**src/rtl/sar_seq_pkg.sv**
```systemverilog
package sar_seq_pkg;

    localparam int NB_DEF = 8;

    typedef enum logic [2:0] {
        ST_IDLE,
        ST_SAMP,
        ST_BIT,
        ST_SETL,
        ST_FIRE,
        ST_FINE
    } seq_st_e;

    // one resolved decision from the bit timer
    typedef struct packed {
        logic take;
        logic val;
    } dec_t;

    // redundant capacitor weight in units, indexed from the LSB side
    function automatic int unsigned bit_weight(input int unsigned i);
        case (i)
            0:       return 8;
            1:       return 16;
            2:       return 24;
            3:       return 40;
            4:       return 64;
            5:       return 128;
            6:       return 256;
            default: return 480;
        endcase
    endfunction

    function automatic int unsigned max3(input int unsigned a, input int unsigned b,
                                         input int unsigned c);
        int unsigned m;
        m = (a > b) ? a : b;
        return (m > c) ? m : c;
    endfunction

endpackage

```
**src/rtl/sar_bit_timer.sv**
```systemverilog
module sar_bit_timer
    import sar_seq_pkg::*;
#(
    parameter int TO_CYC = 6
) (
    input  logic clk,
    input  logic rst,
    input  logic active,
    input  logic cmp_rdy,
    input  logic cmp_dec,
    output dec_t dec_o
);
    localparam int TW = $clog2(TO_CYC) + 1;

    logic [TW-1:0] wait_q;

    always_comb begin
        dec_o.take = active & (cmp_rdy | (wait_q == TW'(TO_CYC - 1)));
        dec_o.val  = active & cmp_rdy & cmp_dec;
    end

    always_ff @(posedge clk) begin
        if (rst || !active || dec_o.take) wait_q <= '0;
        else                              wait_q <= wait_q + 1'b1;
    end
endmodule

```
**src/rtl/sar_bit_bank.sv**
```systemverilog
module sar_bit_bank
    import sar_seq_pkg::*;
#(
    parameter int NBITS = 8,
    localparam int IDX_W = $clog2(NBITS)
) (
    input  logic             clk,
    input  logic             rst,
    input  logic             clr,
    input  dec_t             dec_i,
    input  logic [IDX_W-1:0] idx,
    output logic [NBITS-1:0] raw_q,
    output logic [NBITS-1:0] capp_q,
    output logic [NBITS-1:0] capn_q
);
    for (genvar i = 0; i < NBITS; i++) begin : g_bit
        always_ff @(posedge clk) begin
            if (rst || clr) begin
                raw_q[i]  <= 1'b0;
                capp_q[i] <= 1'b0;
                capn_q[i] <= 1'b0;
            end else if (dec_i.take && (idx == IDX_W'(i))) begin
                raw_q[i]  <= dec_i.val;
                capp_q[i] <= dec_i.val;
                capn_q[i] <= ~dec_i.val;
            end
        end
    end
endmodule

```
**src/rtl/sar_seq_ctrl.sv**
```systemverilog
module sar_seq_ctrl
    import sar_seq_pkg::*;
#(
    parameter int NBITS      = 8,
    parameter int SAMPLE_CYC = 4,
    parameter int FINE_CYC   = 8,
    parameter int SETTLE_W   = 4,
    localparam int IDX_W     = $clog2(NBITS)
) (
    input  logic                clk,
    input  logic                rst,
    input  logic                start,
    input  logic                take,
    input  logic [SETTLE_W-1:0] settle_cycles,
    output seq_st_e             st_q,
    output logic [IDX_W-1:0]    idx_q,
    output logic                clr,
    output logic                lvl_q
);
    localparam int CNT_W = $clog2(max3(SAMPLE_CYC, FINE_CYC, 1 << SETTLE_W)) + 1;

    logic [CNT_W-1:0] cnt_q;

    assign clr = (st_q == ST_IDLE) && start;

    always_ff @(posedge clk) begin
        if (rst) begin
            st_q  <= ST_IDLE;
            cnt_q <= '0;
            idx_q <= '0;
            lvl_q <= 1'b0;
        end else begin
            case (st_q)
                ST_IDLE: if (start) begin
                    st_q  <= ST_SAMP;
                    cnt_q <= '0;
                    lvl_q <= 1'b0;
                end
                ST_SAMP: if (cnt_q == CNT_W'(SAMPLE_CYC - 1)) begin
                    st_q  <= ST_BIT;
                    idx_q <= IDX_W'(NBITS - 1);
                    cnt_q <= '0;
                end else begin
                    cnt_q <= cnt_q + 1'b1;
                end
                ST_BIT: if (take) begin
                    if (idx_q == '0) begin
                        st_q  <= ST_SETL;
                        lvl_q <= 1'b1;
                        cnt_q <= '0;
                    end else begin
                        idx_q <= idx_q - 1'b1;
                    end
                end
                ST_SETL: if (cnt_q == CNT_W'(settle_cycles)) st_q <= ST_FIRE;
                         else cnt_q <= cnt_q + 1'b1;
                ST_FIRE: begin
                    st_q  <= ST_FINE;
                    cnt_q <= '0;
                end
                ST_FINE: if (cnt_q == CNT_W'(FINE_CYC - 1)) st_q <= ST_IDLE;
                         else cnt_q <= cnt_q + 1'b1;
                default: st_q <= ST_IDLE;
            endcase
        end
    end
endmodule

```
**src/rtl/sar_redund_seq.sv**
```systemverilog
module sar_redund_seq
    import sar_seq_pkg::*;
#(
    parameter int NBITS      = NB_DEF,
    parameter int SAMPLE_CYC = 4,
    parameter int TO_CYC     = 6,
    parameter int FINE_CYC   = 8,
    parameter int SETTLE_W   = 4
) (
    input  logic                clk,
    input  logic                rst,
    input  logic                start,
    input  logic [SETTLE_W-1:0] settle_cycles,
    input  logic                cmp_rdy,
    input  logic                cmp_dec,
    output logic                smp_en,
    output logic                cmp_fire,
    output logic [NBITS-1:0]    cap_p,
    output logic [NBITS-1:0]    cap_n,
    output logic [NBITS-1:0]    raw_bits,
    output logic                lvl_shift,
    output logic                fine_go,
    output logic                ct_en
);
    localparam int IDX_W = $clog2(NBITS);

    seq_st_e          st;
    logic [IDX_W-1:0] idx;
    logic             clr;
    dec_t             dec;

    sar_seq_ctrl #(
        .NBITS(NBITS), .SAMPLE_CYC(SAMPLE_CYC), .FINE_CYC(FINE_CYC), .SETTLE_W(SETTLE_W)
    ) u_ctrl (
        .clk(clk), .rst(rst), .start(start), .take(dec.take),
        .settle_cycles(settle_cycles), .st_q(st), .idx_q(idx), .clr(clr), .lvl_q(lvl_shift)
    );

    sar_bit_timer #(.TO_CYC(TO_CYC)) u_tmr (
        .clk(clk), .rst(rst), .active(st == ST_BIT),
        .cmp_rdy(cmp_rdy), .cmp_dec(cmp_dec), .dec_o(dec)
    );

    sar_bit_bank #(.NBITS(NBITS)) u_bank (
        .clk(clk), .rst(rst), .clr(clr), .dec_i(dec), .idx(idx),
        .raw_q(raw_bits), .capp_q(cap_p), .capn_q(cap_n)
    );

    assign smp_en   = (st == ST_SAMP);
    assign cmp_fire = (st == ST_BIT);
    assign fine_go  = (st == ST_FIRE);
    assign ct_en    = (st == ST_SETL) || (st == ST_FIRE) || (st == ST_FINE);
endmodule

```
**config.mk**
```make
export PLATFORM = sky130hd
export DESIGN_NAME = sar_redund_seq
export DESIGN_NICKNAME = d
export VERILOG_FILES = /design/src/rtl/sar_seq_pkg.sv /design/src/rtl/sar_bit_timer.sv /design/src/rtl/sar_bit_bank.sv /design/src/rtl/sar_seq_ctrl.sv /design/src/rtl/sar_redund_seq.sv
export SDC_FILE = /design/constraint.sdc
export NUM_CORES = 1
export LEC_CHECK = 0
export ABC_AREA = 1
export CORE_AREA = 3 3 72 74
export CTS_CLUSTER_DIAMETER = 40
export DETAILED_ROUTE_END_ITERATION = 12
export DIE_AREA = 0 0 75 77
export PLACE_DENSITY = 0.71
export RECOVER_POWER = 25
export SLEW_MARGIN = 20
export SYNTH_ARGS = -nofsm -noshare
export SYNTH_HDL_FRONTEND = slang
export SYNTH_SLANG_ARGS = --single-unit
```
**constraint.sdc**
```tcl
create_clock -name clk -period 2.65 [get_ports clk]
set_clock_uncertainty 0.05 [all_clocks]
set_input_delay 0.6625 -clock clk [delete_from_list [all_inputs] [get_ports clk]]
set_output_delay 0.6625 -clock clk [all_outputs]
set_load 0.03 [all_outputs]
```
; ---- After elaboration in Yosys (flattened, before gate mapping)
; Index checks and enable logic that the tools add are counted.
[op_classes]
n_mux = 22
n_reduce_logical = 24
bitwise = 5
eq_ne = 25
addsub = 3
[ops]
columns = cell, n
row1 = $mux W5, 6
row2 = $pmux W5 S6, 1
row3 = $mux W3, 9
row4 = $eq A3 B3 Y1 const B, 6
row5 = $pmux W3 S6, 1
row6 = $eq A3 B2 Y1 const B, 4
row7 = $reduce_and A6 Y1, 2
row8 = $ne A2 B2 Y1 const B, 5
row9 = $logic_and A1 B1 Y1, 9
row10 = $ne A2 B1 Y1 const B, 4
row11 = $reduce_and A4 Y1, 2
row12 = $eq A3 B1 Y1 const B, 2
row13 = $logic_not A3 Y1, 2
row14 = $pmux W3 S2, 1
row15 = $reduce_bool A6 Y1, 1
row16 = $add A5 B1 Y5 const B, 1
row17 = $eq A5 B2 Y1 const B, 1
row18 = $eq A5 B3 Y1 const B, 1
row19 = $eq A5 B4 Y1, 1
row20 = $logic_or A1 B1 Y1, 5
row21 = $add A4 B1 Y4 const B, 1
row22 = $eq A4 B3 Y1 const B, 1
row23 = $reduce_bool A2 Y1, 2
row24 = $and A1 B1 Y1, 3
row25 = 6 further kinds, 8
[word_totals]
register_bits = 32
inputBits = 9

; ---- Logic depth before layout (Yosys ltp)
; Gate-level depths: netlist of run 1.
[logic_depth]
depth_word = 5
ltp_mapped = 11
ltp_nobuf = 10

; ---- Cells and area by module
; A second synthesis of run 1 with hierarchy kept.
[unflattened]
hier_cells = 283
hier_area_um2 = 1901.8
[by_module_without_submodules]
columns = mod, seq_area_each_um2, area_each_um2, n_inst, cells_per_inst
row1 = sar_seq_ctrl, 240.2, 943.4, 1, 150
row2 = sar_bit_bank, 320.3, 705.7, 1, 95
row3 = sar_bit_timer, 80.1, 211.5, 1, 29
row4 = sar_redund_seq, 0.0, 41.3, 1, 9

; ---- Worst setup path before layout of run 1
; Ideal clock, no wire load.
[synth_timing]
path_type = reg-to-output
start = register u_ctrl.st_q[2]
end = output port ct_en
stages_incl_launch_ff = 5
path_slack_ps = 516
t_required_ps = 1938
arrival_time_ps = 1422
path_cell_list = dfxtp_1 > inv_2 > nor2_1 > inv_1 > nand2_1
[synth_via]
elab_chain_cells = 3
[synth_rtl]
columns = element, line
row1 = from (decl), sar_seq_ctrl.sv:15  ; output seq_st_e st_q,
row2 = from (signal assigned), sar_seq_ctrl.sv:28  ; st_q <= ST_IDLE;
row3 = from (signal assigned), sar_seq_ctrl.sv:35  ; st_q <= ST_SAMP;
row4 = from (signal assigned), sar_seq_ctrl.sv:40  ; st_q <= ST_BIT;
row5 = $eq A3 B3 Y1, -
row6 = net fine_go, sar_redund_seq.sv:22  ; output logic fine_go,
row7 = $logic_or A1 B1 Y1 (2 in series), sar_redund_seq.sv:52  ; assign ct_en = (st == ST_SETL) || (st == ST_FIRE) || (st == ST_FINE);
row8 = to (decl), sar_redund_seq.sv:23  ; output logic ct_en
; The timed path passes the listed nets, and every way through them passes these cells.

; ---- Worst setup path after layout of run 1
[layout_timing]
start = register u_ctrl.st_q[1]
end = output port smp_en
[layout_via]
elab_chain_cells = 1
[layout_rtl]
columns = element, line
row1 = $eq A3 B1 Y1, sar_redund_seq.sv:49  ; assign smp_en = (st == ST_SAMP);
row2 = to (decl), sar_redund_seq.sv:16  ; output logic smp_en,
; Every way passes these cells.

==> flow_metrics.py, run 1 <==
metrics = {
    "cts": {
        "clock_sink_count": 32,
        "clkLatencyLatePin_ps": 280,
        "cts_setup_buffers": 0,
        "cts-buffers-inserted": 5,
        "clkTransAtPathRegs_ps": 60,
        "root_buffer": "clkbuf_8",
        "cts_tree": "done",
        "ctsResizeCount": 0,
        "cts.path.max_buffers": 2,
        "htreeDepth": 2,
        "cts_hold_buffers": 0,
    },
    "global_routing": {
        "grt_overflow": 0,
        "grt_max_degree": 18,
        "antenna_found_initial": 0,
        "grt_use_total_pct": 13.8,
        "first_global_vias": 1499,
        "grt_pass1_wl_um": 6380,
    },
    "finish": {
        "diodes": 0,
        "instances_no_fill": 353,
        "most-common-layout-cells": "nand2_1, clkdlybuf4s50_1, inv_1, dfxtp_1, a21oi_1",
        "fillers": 473,
        "final_area_um2": 2270,
        "utilization_pct": 48.8,
        "area_growth_pct": 25.4,
        "layout-drive-gt1-share_pct": 8.36,
        "nets": 316,
        "final_common_cell": "nand2_1",
    },
    "logic_synthesis": {
        "ys_seq_elements": 32,
        "netlist-cell-type-count": 25,
        "synth_area_um2": 1810,
        "synthCells": 263,
        "synth.avg_cell_area_um2": 6.89,
        "yosys_warnings": 0,
        "ys_seq_area_share_pct": 35.4,
        "synth_nets": 280,
    },
    "setup_path": {
        "path_buf_inv": 2,
        "crit_chain": "inv_1, nand2_1, nor2_2, clkdlybuf4s50_1",
        "worstSetupStartpointType": "register",
        "crit_start": "u_ctrl.st_q[1]$_SDFFE_PP0P_",
        "critical_path_class": "reg2out",
        "cp_top_family": "buffers and inverters",
        "cp_max_fo": 5,
        "critPathMaxStageDelay_ps": 710,
        "cp_slowest_cell": "clkdlybuf4s50_1",
        "worstPathRequired_ps": 1940,
        "critPathCaptureType": "output port",
        "rr_startpoint": "u_ctrl.cnt_q[0]$_SDFFE_PP0P_",
        "r2r_slack_ps": 760,
        "crit_arrival_ps": 1810,
    },
    "sta": {
        "tns_ps": 0,
        "finalCriticalPeriod_ps": 2520,
        "timing_hold_violations_final": 0,
        "slew_violations": 0,
        "rsz0062_at_grt": "false",
        "fin_hold_ws_ps": 398,
        "max_freq_mhz": 397,
        "slew_headroom_pct": 51.8,
        "layout_setup_ws_ps": 128,
        "finalSetupViolCount": 0,
        "tightest_slew_ps": 724,
        "min_period_over_period_pct": 95.2,
    },
    "detailed_routing": {
        "num_vias": 1705,
        "routed_wl_um": 3850,
        "drc": 0,
        "initialDrtViolationCount": 172,
        "ant_nets": 0,
        "firstDrtPassIters": 4,
        "wire_per_inst_um": 10.9,
        "via_per_inst": 4.83,
    },
    "die": {
        "die-area_um2": 5780,
        "start_util_pct": 38.9,
        "ios": 38,
        "dieWidth_um": 75,
        "fp.dieH_um": 77,
        "core-area_um2": 4660,
        "num_rows": 25,
    },
    "placement": {
        "gp_congestion": 0.941,
        "numPortBuffers": 37,
        "dpl.hpwl_um": 2960,
        "placed_area_um2": 2190,
        "post-place-ws_ps": 316,
        "post-place-cells": 346,
    },
    "power": {
        "vdd_drop_max_mv": 0.273,
        "p_per_area_nw_per_um2": 769,
        "leakage_nw": 0.973,
        "total_power_mw": 1.75,
    },
    "min_path": {
        "hold_path.class": "reg2reg",
        "holdCritStartpoint": "u_ctrl.lvl_q$_SDFFE_PP0P_",
    },
    "run_status": {
        "status": "finished clean",
    },
    "job": {
        "cap_violations": 0,
    },
}
registers in the layout (all words and copies together) (netlist names):
name	cells
u_bank.capn_q	8
u_bank.raw_q	7
u_ctrl.cnt_q	5
u_tmr.wait_q	4
u_ctrl.idx_q	3
u_ctrl.st_q	3
u_bank.capp_q	1
u_ctrl.lvl_q	1
tightest hold or removal path, delay by kind of cell, from the launching register on:
family	cells	cell delay [ps]
compound gates	1	50
buf+inv	1	40
flops	1	310
report_power, final:
group / switching, mW / internal (mW)
Combinational: 0.505 / 0.262
Sequential: 0.0836 / 0.550
Clock: 0.169 / 0.178
kinds of logic after synthesis:
| family | Yosys count | share of synthesized area (%) |
|---|---|---|
| AO/OA/AOI/OAI | 39 | 11.9 |
| XOR/XNOR | 3 | 1.45 |
| adder cells (fa/ha/maj) | 8 | 5.53 |
| buffers and inverters | 45 | 11.1 |
| flip-flops | 32 | 35.4 |
| AND/OR/NAND/NOR | 136 | 34.7 |
routing by layer:
metal	GRT usage, %	wire length (um)	vias to the layer above
met4	5.34	56	0
met5	0	0	-
li1	-	-	909
met1	18.3	1900	748
met3	3.15	168	6
met2	21.3	1730	42
final timing paths:
path                             endpoint  cells after the start
max                                smp_en                      4
max reg2reg  u_ctrl.idx_q[0]$_SDFFE_PP0P_                      6
min             u_ctrl.lvl_q$_SDFFE_PP0P_                      2
min reg2reg     u_ctrl.lvl_q$_SDFFE_PP0P_                      2
synthesized netlist by cell type:
cell       instances  area (um2)
o31ai_4            1        21.3
nor2_2             4        25.0
a21oi_1           28         140
nor2_1            25        93.8
xor2_1             2        17.5
or2_2              1        6.26
nand2_4            1        11.3
o2111ai_1          1        8.76
nor2_4             3        33.8
ha_1               8         100
inv_2              3        11.3
o21ai_0            7        35.0
xnor2_1            1        8.76
inv_1             32         120
nand2_1           68         255
dfxtp_1           32         641
o21ai_1            2        10.0
nand2_2            1        6.26
nand3_1           20         100
nand4_1            9        56.3
buf_2              2        10.0
nand3_2            2        20.0
buf_4              8        60.1
nor3b_1            1        7.51
nand4_2            1        12.5
layout make-up:
type	count	area, um2	share of cell area (%)
clock inverters	1	5.00	0.220
inverters	35	131	5.78
clock buffers	6	72.6	3.19
well taps	54	67.6	2.97
multi-input cells	186	970	42.7
repair buffers	39	384	16.9
flip-flops and latches	32	642	28.2
Power figures use the tool's default switching activity.
==> inputs of run 2 (changes only) <==
--- a/config.mk
+++ b/config.mk
@@ -10,7 +10,7 @@
 export CTS_CLUSTER_DIAMETER = 40
 export DETAILED_ROUTE_END_ITERATION = 12
 export DIE_AREA = 0 0 75 77
-export PLACE_DENSITY = 0.71
+export PLACE_DENSITY = 0.67
 export RECOVER_POWER = 25
 export SLEW_MARGIN = 20
 export SYNTH_ARGS = -nofsm -noshare
==> run 2 against run 1 <==
Via count did not move. Sequential power barely moved. Clock power rose by 31%. First-iteration DRC count fell by 60%. Non-clock buffer count did not move. Clock-buffer cell count did not move. Critical path depth did not move. Sequential cell count did not move. Global-route usage rose by 0.68 points. Combinational power fell by 2%. Largest power group unchanged. Highest routed layer unchanged.
==> flow_metrics.py, run 2 (synthesized netlist as in run 1, its figures left out) <==
metrics = {
    "cts": {
        "htreeDepth": 2,
        "cts_hold_buffers": 0,
        "ctsResizeCount": 1,
        "cts.path.max_buffers": 2,
        "cts-buffers-inserted": 5,
        "cts_setup_buffers": 0,
        "clock_sink_count": 32,
        "root_buffer": "clkbuf_8",
        "cts_tree": "done",
        "clkTransAtPathRegs_ps": 70,
        "clkLatencyLatePin_ps": 280,
    },
    "finish": {
        "diodes": 0,
        "most-common-layout-cells": "nand2_1, clkdlybuf4s50_1, inv_1, dfxtp_1, a21oi_1",
        "regMostFlops": "u_bank.capn_q",
        "final_area_um2": 2290,
        "nets": 316,
        "largest_register_ff_count": 8,
        "utilization_pct": 49.1,
        "layout-drive-gt1-share_pct": 8.33,
        "fillers": 477,
        "area_growth_pct": 26.3,
        "top_regs": "u_bank.capn_q: 8 flops, u_bank.raw_q: 7 flops, u_ctrl.cnt_q: 5 flops",
        "final_common_cell": "nand2_1",
    },
    "setup_path": {
        "critPathMaxStageDelay_ps": 710,
        "path_buf_inv": 2,
        "critPathCaptureType": "output port",
        "worstSetupStartpointType": "register",
        "critical_path_class": "reg2out",
        "crit_chain": "inv_1, nand2_1, nor2_2, clkdlybuf4s50_1",
        "cp_slowest_cell": "clkdlybuf4s50_1",
        "cp_max_fo": 5,
        "worstPathRequired_ps": 1940,
        "cp_top_family": "buffers and inverters",
        "crit_arrival_ps": 1790,
    },
    "placement": {
        "gp_congestion": 0.879,
        "placed_area_um2": 2190,
        "numPortBuffers": 37,
        "dpl.hpwl_um": 2980,
    },
    "sta": {
        "slew_violations": 0,
        "finalCriticalPeriod_ps": 2510,
        "max_freq_mhz": 399,
        "finalSetupViolCount": 0,
        "tightest_slew_ps": 694,
        "slew_headroom_pct": 53.7,
        "rsz0062_at_grt": "false",
        "min_period_over_period_pct": 94.6,
        "timing_hold_violations_final": 0,
        "fin_hold_ws_ps": 412,
        "tns_ps": 0,
    },
    "die": {
        "dieWidth_um": 75,
        "die-area_um2": 5780,
        "num_rows": 25,
        "fp.dieH_um": 77,
        "ios": 38,
        "core-area_um2": 4660,
        "start_util_pct": 38.9,
    },
    "power": {
        "p_per_area_nw_per_um2": 802,
        "vdd_drop_max_mv": 0.430,
        "leakage_nw": 0.985,
    },
    "detailed_routing": {
        "wire_per_inst_um": 10.8,
        "ant_nets": 0,
        "firstDrtPassIters": 4,
        "initialDrtViolationCount": 68,
        "via_per_inst": 4.82,
        "routed_wl_um": 3830,
        "num_vias": 1705,
        "drc": 0,
    },
    "min_path": {
        "hold_path.class": "reg2reg",
    },
    "global_routing": {
        "grt_use_total_pct": 14.5,
        "grt_max_degree": 18,
        "grt_pass1_wl_um": 6570,
        "antenna_found_initial": 0,
        "first_global_vias": 1486,
        "grt_overflow": 0,
    },
    "job": {
        "cap_violations": 0,
    },
    "run_status": {
        "status": "finished clean",
    },
}
## run 2: changes by cell type in the layout (fill, tap and decap cells not counted), sizes merged
| cell | change |
|---|---|
| bufinv | +1 |
## run 2: final timing paths
path,from,cells past startpoint,end,slack [ps]
max reg2reg,u_ctrl.cnt_q[0]$_SDFFE_PP0P_,6,u_ctrl.idx_q[0]$_SDFFE_PP0P_,870
min,u_bank.capn_q[2]$_SDFFE_PP0P_,2,u_bank.capn_q[2]$_SDFFE_PP0P_,410
min reg2reg,u_bank.capn_q[2]$_SDFFE_PP0P_,2,u_bank.capn_q[2]$_SDFFE_PP0P_,410
max,u_ctrl.st_q[1]$_SDFFE_PP0P_,4,smp_en,140
## run 2: worst min-delay path, delay by kind of cell (launching register included)
kind	cells	cell delay, ps
compound gates	1	50
flops	1	310
simple gates	1	60
## run 2: report_power, final
part	leakage, nW	total, mW	internal, mW	switching (mW)
registers	0.260	0.633	0.550	0.0829
clock network	0.0552	0.454	0.279	0.175
logic	0.670	0.747	0.258	0.490
## run 2: final cells by class
class / instances / area, um2 / share of cell area (%)
repair buffers: 39 / 384 / 16.8
clock buffers: 6 / 72.6 / 3.17
multi-input cells: 186 / 956 / 41.8
flip-flops and latches: 32 / 642 / 28.0
inverters: 35 / 131 / 5.74
clock inverters: 2 / 35.0 / 1.53
well taps: 54 / 67.6 / 2.95
## run 2: metrics by stage
step                      instances  power, mW  worst slack, ps
after global placement          346       1.40              331
after detailed placement        346       1.40              270
after global routing            354       1.99             8.54
final                           354       1.83              143
after CTS                       354       1.87             15.3
after floorplan                 263       1.21              516
## run 2: routing by layer
layer  global-route usage (%)  up-vias  routed length (um)
met4                     4.80        0                  53
met3                     4.98        7                 212
li1                         -      912                   -
met1                     19.2      747                1870
met2                     21.6       39                1690
met5                        0        -                   0
==> inputs of run 3 (changes only) <==
--- a/config.mk
+++ b/config.mk
@@ -6,11 +6,11 @@
 export NUM_CORES = 1
 export LEC_CHECK = 0
 export ABC_AREA = 1
-export CORE_AREA = 3 3 72 74
+export CORE_AREA = 3 3 64 66
 export CTS_CLUSTER_DIAMETER = 40
 export DETAILED_ROUTE_END_ITERATION = 12
-export DIE_AREA = 0 0 75 77
-export PLACE_DENSITY = 0.67
+export DIE_AREA = 0 0 67 69
+export PLACE_DENSITY = 0.82
 export RECOVER_POWER = 25
 export SLEW_MARGIN = 20
 export SYNTH_ARGS = -nofsm -noshare
==> constraint.sdc (replaced) <==
create_clock -name clk -period 2.7 [get_ports clk]
set_clock_uncertainty 0.05 [all_clocks]
set_input_delay 0.675 -clock clk [delete_from_list [all_inputs] [get_ports clk]]
set_output_delay 0.675 -clock clk [all_outputs]
set_load 0.03 [all_outputs]
==> run 3 against run 2 <==
Sequential share of layout area grew 0.077 points. Wire length rose by 1.2%. Cell area shrank 0.27%. Worst setup slack worse by 5.9 ps. Global-route usage grew 3.7 points. Hold slack gained 1.9 ps. Clock power about the same. Critical path type unchanged.
==> flow_metrics.py, run 3 (synthesized netlist as in run 1, its figures left out) <==
metrics = {
    "run_status": {
        "status": "finished clean",
    },
    "sta": {
        "tns_ps": 0,
        "tightest_slew_ps": 1170,
        "layout_setup_ws_ps": 137,
        "finalSetupViolCount": 0,
        "rsz0062_at_grt": "false",
        "finalCriticalPeriod_ps": 2560,
        "timing_hold_violations_final": 0,
        "fin_hold_ws_ps": 414,
        "min_period_over_period_pct": 94.9,
        "slew_violations": 0,
        "max_freq_mhz": 390,
        "slew_headroom_pct": 21.6,
    },
    "detailed_routing": {
        "ant_nets": 0,
        "num_vias": 1740,
        "routed_wl_um": 3880,
        "firstDrtPassIters": 4,
        "drc": 0,
        "via_per_inst": 5.01,
        "initialDrtViolationCount": 133,
        "wire_per_inst_um": 11.2,
    },
    "power": {
        "p_per_area_nw_per_um2": 798,
        "seqPwrFrac_pct": 34.3,
        "p_int_mw": 1.07,
        "power_frac_comb_pct": 40.7,
        "switching_share_pct": 41.4,
        "leakage_nw": 0.985,
        "vdd_drop_max_mv": 0.451,
        "netSwitchingPower_uw": 754,
        "power.share.clock_pct": 25.0,
    },
    "setup_path": {
        "critPathCaptureType": "output port",
        "crit_chain": "inv_1, nand2_1, nor2_2, clkdlybuf4s50_1",
        "worstSetupStartpointType": "register",
        "worstPathRequired_ps": 1980,
        "crit_arrival_ps": 1840,
        "cp_max_fo": 5,
        "critPathMaxStageDelay_ps": 710,
        "r2r_slack_ps": 810,
        "cp_top_family": "buffers and inverters",
        "path_buf_inv": 2,
        "critical_path_class": "reg2out",
        "cp_slowest_cell": "clkdlybuf4s50_1",
    },
    "finish": {
        "area_growth_pct": 26.0,
        "ff_latch_area_um2": 642,
        "largest_register_ff_count": 8,
        "fillers": 340,
        "final_common_cell": "nand2_1",
        "multiInputGateArea_um2": 961,
        "instances_no_fill": 347,
        "regMostFlops": "u_bank.capn_q",
        "diodes": 0,
        "nets": 315,
        "top_regs": "u_bank.capn_q: 8 flops, u_bank.raw_q: 7 flops, u_ctrl.cnt_q: 5 flops",
        "final_area_um2": 2280,
        "most-common-layout-cells": "nand2_1, clkdlybuf4s50_1, inv_1, dfxtp_1, a21oi_1",
        "layout-drive-gt1-share_pct": 8.70,
    },
    "placement": {
        "placed_area_um2": 2180,
        "post-place-ws_ps": 335,
        "numPortBuffers": 37,
        "post-place-cells": 339,
        "gp_congestion": 0.877,
        "dpl.hpwl_um": 2980,
    },
    "die": {
        "fp.dieH_um": 69,
        "ios": 38,
        "core-area_um2": 3630,
        "dieWidth_um": 67,
        "start_util_pct": 49.9,
        "num_rows": 22,
        "die-area_um2": 4620,
    },
    "cts": {
        "cts.path.max_buffers": 2,
        "htreeDepth": 2,
        "root_buffer": "clkbuf_8",
        "cts_tree": "done",
        "cts_hold_buffers": 0,
        "clock_sink_count": 32,
        "clkTransAtPathRegs_ps": 70,
        "clkLatencyLatePin_ps": 290,
        "cts_setup_buffers": 0,
        "cts-buffers-inserted": 5,
    },
    "global_routing": {
        "grt_use_total_pct": 18.1,
        "use_met1_pct": 22.9,
        "first_global_vias": 1565,
        "grt_overflow": 0,
        "globalRouteMet3Util_pct": 3.75,
        "antenna_found_initial": 0,
        "grt_pass1_wl_um": 6540,
        "busiest_layer": "met2",
        "grt_util_met2_pct": 27.5,
        "grt_max_degree": 18,
    },
    "min_path": {
        "hold_path.class": "reg2reg",
    },
    "job": {
        "cap_violations": 0,
    },
}
## run 3: path summary, 6_finish.rpt
check | startpoint | to | cells after the start
setup / recovery | u_ctrl.st_q[1]$_SDFFE_PP0P_ | smp_en | 4
hold / removal | u_ctrl.lvl_q$_SDFFE_PP0P_ | u_ctrl.lvl_q$_SDFFE_PP0P_ | 2
setup reg to reg | u_ctrl.st_q[1]$_SDFFE_PP0P_ | u_bank.capn_q[0]$_SDFFE_PP0P_ | 4
hold reg to reg | u_ctrl.lvl_q$_SDFFE_PP0P_ | u_ctrl.lvl_q$_SDFFE_PP0P_ | 2
## run 3: metrics by stage
stage               total power, mW  utilization [%]
floorplan                      1.19                -
global placement               1.36             60.0
detailed placement             1.37             60.0
CTS                            1.83             62.9
global route                   1.95             62.8
finish                         1.82             62.8
## run 3: worst reg2reg max path, cell delays in order (launching register included)
cell and delay, ps:
dfxtp_1 360, inv_1 160, nand2_1 110, o31ai_2 930, nor3b_1 120
## run 3: power by group through the flow
| stage | sequential, mW | combinational [mW] | clock [mW] |
|---|---|---|---|
| after global routing | 0.636 | 0.834 | 0.481 |
| after detailed placement | 0.633 | 0.742 | 0 |
| after CTS | 0.624 | 0.746 | 0.465 |
| final | 0.625 | 0.741 | 0.456 |
| after floorplan | 0.623 | 0.563 | 0 |
| after global placement | 0.630 | 0.727 | 0 |
## run 3: metal layers
layer  vias up  part of all wire (%)
li1        903                     -
met1       780                    47
met2        48                    45
met3         9                   4.8
met4         0                   2.5
met5         -                     0
## run 3: timing repair
action                     CTS  global route
gates resized for setup      0             2
setup endpoints to repair    0             1
hold endpoints to repair     0             0
## run 3: layout make-up
class / count / area share [%]
inverter: 35 / 5.76
clock buffer: 6 / 3.18
clock inverter: 2 / 1.54
multi-input combinational: 186 / 42.1
timing repair buffer: 38 / 16.7
tap: 48 / 2.63
sequential: 32 / 28.1
